[src/rtl/ir_cd_pkg.sv]
package ir_cd_pkg;
  typedef enum logic [2:0] {
    ST_IDLE,
    ST_WAIT1,
    ST_MEAS1,
    ST_WAIT3,
    ST_MEAS3,
    ST_DONE
  } cd_state_t;
endpackage

[src/rtl/ir_edge_sync.sv]
module ir_edge_sync #(
  parameter int STAGES = 2
) (
  input  logic clk,
  input  logic rst_n,
  input  logic din,
  output logic lvl,
  output logic rise
);
  localparam int LAST = STAGES - 1;
  logic [STAGES-1:0] chain;
  logic              prev;

  always_ff @(posedge clk or negedge rst_n) begin
    if (!rst_n) begin
      chain <= '0;
      prev  <= 1'b0;
    end else begin
      chain <= {chain[STAGES-2:0], din};
      prev  <= chain[LAST];
    end
  end

  assign lvl  = chain[LAST];
  assign rise = chain[LAST] & ~prev;
endmodule

[src/rtl/ir_sat_counter.sv]
module ir_sat_counter #(
  parameter int W = 16
) (
  input  logic         clk,
  input  logic         rst_n,
  input  logic         load,
  input  logic [W-1:0] load_val,
  input  logic         inc,
  output logic [W-1:0] q
);
  localparam logic [W-1:0] TOP = {W{1'b1}};

  always_ff @(posedge clk or negedge rst_n) begin
    if (!rst_n) q <= '0;
    else if (load) q <= load_val;
    else if (inc && q != TOP) q <= q + 1'b1;
  end
endmodule

[src/rtl/ir_carrier_detect.sv]
module ir_carrier_detect #(
  parameter int CW          = 16,
  parameter int SYNC_STAGES = 2
) (
  input  logic          clk,
  input  logic          rst_n,
  input  logic          en,
  input  logic          ir_in,
  input  logic [CW-1:0] thresh,
  output logic [CW-1:0] period_o,
  output logic          done_o,
  output logic          valid_o
);
  import ir_cd_pkg::*;

  localparam logic [CW-1:0] ONE  = CW'(1);
  localparam logic [CW-1:0] ZERO = '0;

  cd_state_t     state, state_nx;
  logic          lvl, rise, busy;
  logic          ivl_load, low_load;
  logic [CW-1:0] ivl_cnt, low_cnt;
  logic          finish;
  logic [CW-1:0] result;

  ir_edge_sync #(.STAGES(SYNC_STAGES)) u_sync (
    .clk (clk), .rst_n (rst_n), .din (ir_in), .lvl (lvl), .rise (rise)
  );

  assign busy     = (state != ST_IDLE);
  assign ivl_load = rise | ~busy;
  assign low_load = rise | ~busy;

  ir_sat_counter #(.W(CW)) u_ivl (
    .clk (clk), .rst_n (rst_n), .load (ivl_load),
    .load_val (busy ? ONE : ZERO), .inc (1'b1), .q (ivl_cnt)
  );

  ir_sat_counter #(.W(CW)) u_low (
    .clk (clk), .rst_n (rst_n), .load (low_load),
    .load_val (ZERO), .inc (~lvl), .q (low_cnt)
  );

  always_comb begin
    state_nx = state;
    finish   = 1'b0;
    result   = ZERO;
    case (state)
      ST_IDLE:  if (en) state_nx = ST_WAIT1;
      ST_WAIT1: if (rise) state_nx = ST_MEAS1;
      ST_MEAS1: begin
        if (low_cnt > thresh) begin
          finish   = 1'b1;
          state_nx = ST_DONE;
        end else if (rise) begin
          if (ivl_cnt < thresh) begin
            state_nx = ST_WAIT3;
          end else begin
            finish   = 1'b1;
            state_nx = ST_DONE;
          end
        end
      end
      ST_WAIT3: if (rise) state_nx = ST_MEAS3;
      ST_MEAS3: begin
        if (rise) begin
          finish   = 1'b1;
          result   = ivl_cnt;
          state_nx = ST_DONE;
        end
      end
      default: state_nx = state;
    endcase
    if (!en) begin
      state_nx = ST_IDLE;
      finish   = 1'b0;
    end
  end

  always_ff @(posedge clk or negedge rst_n) begin
    if (!rst_n) begin
      state    <= ST_IDLE;
      period_o <= '0;
      done_o   <= 1'b0;
      valid_o  <= 1'b0;
    end else begin
      state  <= state_nx;
      done_o <= finish;
      if (finish) period_o <= result;
      if (!en) valid_o <= 1'b0;
      else if (finish) valid_o <= 1'b1;
    end
  end
endmodule

[config.mk]
export PLATFORM = sky130hd
export DESIGN_NAME = ir_carrier_detect
export DESIGN_NICKNAME = d
export VERILOG_FILES = /design/src/rtl/ir_cd_pkg.sv /design/src/rtl/ir_edge_sync.sv /design/src/rtl/ir_sat_counter.sv /design/src/rtl/ir_carrier_detect.sv
export SDC_FILE = /design/constraint.sdc
export NUM_CORES = 1
export LEC_CHECK = 0
export BUFFER_PORTS_ARGS = -buffer_cell sky130_fd_sc_hd__buf_2
export CORE_ASPECT_RATIO = 1.2
export CORE_MARGIN = 2
export CORE_UTILIZATION = 64
export CTS_CLUSTER_SIZE = 24
export DETAILED_ROUTE_END_ITERATION = 6
export PLACE_DENSITY = 0.86
export SETUP_SLACK_MARGIN = 0.1
export SYNTH_ARGS = -nofsm -noshare
export SYNTH_HDL_FRONTEND = slang
export SYNTH_HIERARCHICAL = 1
export SYNTH_SLANG_ARGS = --single-unit
[constraint.sdc]
create_clock -name clk -period 7.15 [get_ports clk]
set_clock_uncertainty 0.15 [all_clocks]
set_input_delay 0.3575 -clock clk [delete_from_list [all_inputs] [get_ports clk]]
set_output_delay 0.3575 -clock clk [all_outputs]
set_load 0.01 [all_outputs]
==> metrics.txt <==
status=completed; largest family of logic cells by synthesized area=simple AND/OR/NAND/NOR gates; DRT Pass-1 Iters=4; busiest grt layer=met2; internal reg-to-reg setup slack=4.20 ns; Placement Cell Area=0.00411 mm2; Max VDD drop=105 uV; max-cap violation count=0; RD Place Congestion=0.952; Initial Util=66.2%; Synth-to-Final Area Change=12.3%; crit start category=flip-flop; CTS tree=built; Top FF cell, synth=dfrtp_1; Reg2Reg Capture Point=period_o[14]; Synth Cell Area=approximately 0.0038 mm2; crit-path max FO=18; core area=0.00567 mm2; largest net degree at the start of global routing=a little over 60; layout cells sized above 1=11.5%; asr flop ratio synth=100%; worst-case clock buffer depth=2; top cells by area, synth=dfrtp_1 (37%), ha_1 (11%), nand2_1 (4.5%); Simple-Gate Fraction of Synth Area=between 20% and 30%; r2r startpoint=u_ivl/q[1]; # IOs=38; total grt overflow=0; Final Hold Fails=0; die area=0.00650 mm2; Placed Cells=between 500 and 600; FF-to-FF path depth=6; P_leak=1.98 nW; Crit. End Element=flip-flop; Seq cells post-synth=56; clock transition at the registers of the reported paths=0.10 ns; post-synthesis xor/xnor area fraction=0%; antenna-violating nets left=0; met3 Use GR=4.03%; post-synthesis adder-cell area fraction=11.0%; vias in the first global route=3243; Crit Path Class=flip-flop to flip-flop; DRC violations left=0; CTS Buf Count=5; Worst slew margin=approximately two fifths; ant diodes=0; slew at the pin closest to its max-slew limit=0.928 ns; FP Rows=30; mux contribution to synthesized area=0%; Via density=6.03; Avg Inst Size Synth=8.92 um2; largest area contributor in the netlist=dfrtp_1; Layout Nets=about 540; FMAX=0.339 GHz; initial DRC count=262; Total Power=835 uW; final worst-path cycle share=41.3%; fin area=between 0.004 and 0.005 mm2; setup TNS=0 ns; routed len/inst=15.7 um; Post-synth EDFFs=0; Worst EP required=7.25 ns; die width=73.9 um; Die Y-Extent=about 88 um; cell with the most instances after synthesis=dfrtp_1; min Tclk post-route=2.95 ns; Synth Area in Compound Gates=21.2%; Min-Delay Path Class=input port to asynchronous set/reset pin; met1 Resource Use GR=37.4%; gr usage total=between 20% and 30%; H-tree levels=2; share of the synthesized area in the top cell type=between 30% and 40%; Synth Instances=421; initial antenna violation count=0; Final HPWL DP=6.44 mm; via count=3415; Final setup viols=0; Distinct cells, synth=49; clk_lat worst skew=roughly 0.31 ns; Ys Warns=6; IO buf count=37; sequential-to-total area share from yosys stat=37.3%; Non-Filler Instances=566; CP arrival=3.05 ns; first-pass GRT wire length=14.9 mm; cts repair resizes=0; unrepaired setup endpoints after global routing=false; Max Slew Vio Count=0; Post-synth top cells=dfrtp_1 (56), nand2_1 (45), ha_1 (33); Clock Root Buffer=clkbuf_8; met2 Track Usage GR=slightly below 50%; CTS sink count=56; Routed WL=8.88 mm; Power Density=198 mW/mm2
logic make-up (layout without fill, tap and decap cells):
logic type | after synthesis | count (layout)
and+or+nand+nor | 176 | 176
buffers and inverters | 41 | 76
other | 2 | 32
adders and majority gates | 33 | 33
DFF | 56 | 56
AOI/OAI and AO/OA | 113 | 113
layout make-up:
class	count	area [um2]
inverter	28	105
clock inverter	2	15.0
fill	424	1450
clock buffer	6	82.6
sequential	56	1400
timing repair buffer	40	210
multi-input combinational	354	2300
tap	80	100
layout by cell type, fill, tap and decap left out, types with 4 or more instances in the layout:
cell type / instances
clkbuf_8: 6
inv_1: 26
and3_1: 5
a31oi_1: 20
nor4b_1: 4
nor2_1: 24
a21oi_1: 20
nand3_1: 19
nand4_1: 14
nor3_1: 6
or3_1: 9
o21ai_0: 9
nand2b_1: 5
a22oi_1: 7
nand2_1: 45
dfrtp_1: 56
buf_2: 37
or4_1: 9
ha_1: 33
o31ai_1: 16
conb_1: 32
o21a_1: 4
and4_1: 4
nor3b_1: 5
o211ai_1: 5
nor2b_1: 12
a22o_1: 16
nor4_1: 7
flip-flops by register name, indices dropped and copies added, names as in the netlist:
register,count
period_o,16
state,3
u_sync/prev,1
valid_o,1
u_ivl/q,16
u_low/q,16
done_o,1
u_sync/chain,2
how the worst max path moves through the flow:
stage | from | endpoint | cells after the start
floorplan | u_ivl/q[13] | period_o[10] | 8
global placement | thresh[1] | period_o[0] | 8
detailed placement | thresh[1] | period_o[0] | 8
CTS | u_ivl/q[1] | period_o[14] | 6
global route | u_ivl/q[1] | period_o[14] | 6
finish | u_ivl/q[1] | period_o[14] | 6
critical path, cell delays in order (launching register included):
cell	delay (ns)
dfrtp_1	0.47
ha_1	0.30
a2111oi_0	0.58
o32a_1	0.31
a31oi_2	0.11
a21oi_2	0.72
a22o_1	0.25
per-stage QoR:
| stage | setup WS (ns) | hold WS [ns] | utilization (%) |
|---|---|---|---|
| final | 4.20 | 0.0147 | 74.4 |
| after CTS | 4.22 | 0.0554 | 74.4 |
| after floorplan | 4.58 | -0.0881 | - |
| after global routing | 4.10 | 0.0955 | 74.4 |
| after detailed placement | 4.31 | 0.192 | 72.5 |
| after global placement | 4.36 | 0.182 | 72.5 |
where the power goes:
group          total [mW]  switching, mW  leakage [nW]  internal (mW)
logic               0.233          0.135          1.24         0.0979
clock network       0.183          0.105        0.0434         0.0786
registers           0.419         0.0627         0.700          0.356
layer usage:
| metal | wire length (um) | vias up |
|---|---|---|
| met5 | 0 | - |
| met4 | 234 | 0 |
| met3 | 385 | 21 |
| met2 | 4470 | 113 |
| met1 | 3790 | 1587 |
| li1 | - | 1694 |
timing repair:
action	4_1_cts	5_1_grt
hold endpoints to repair	1	0
setup buffers	0	0
hold buffers	1	0
Note: power is estimated with default switching activity, not from simulation.
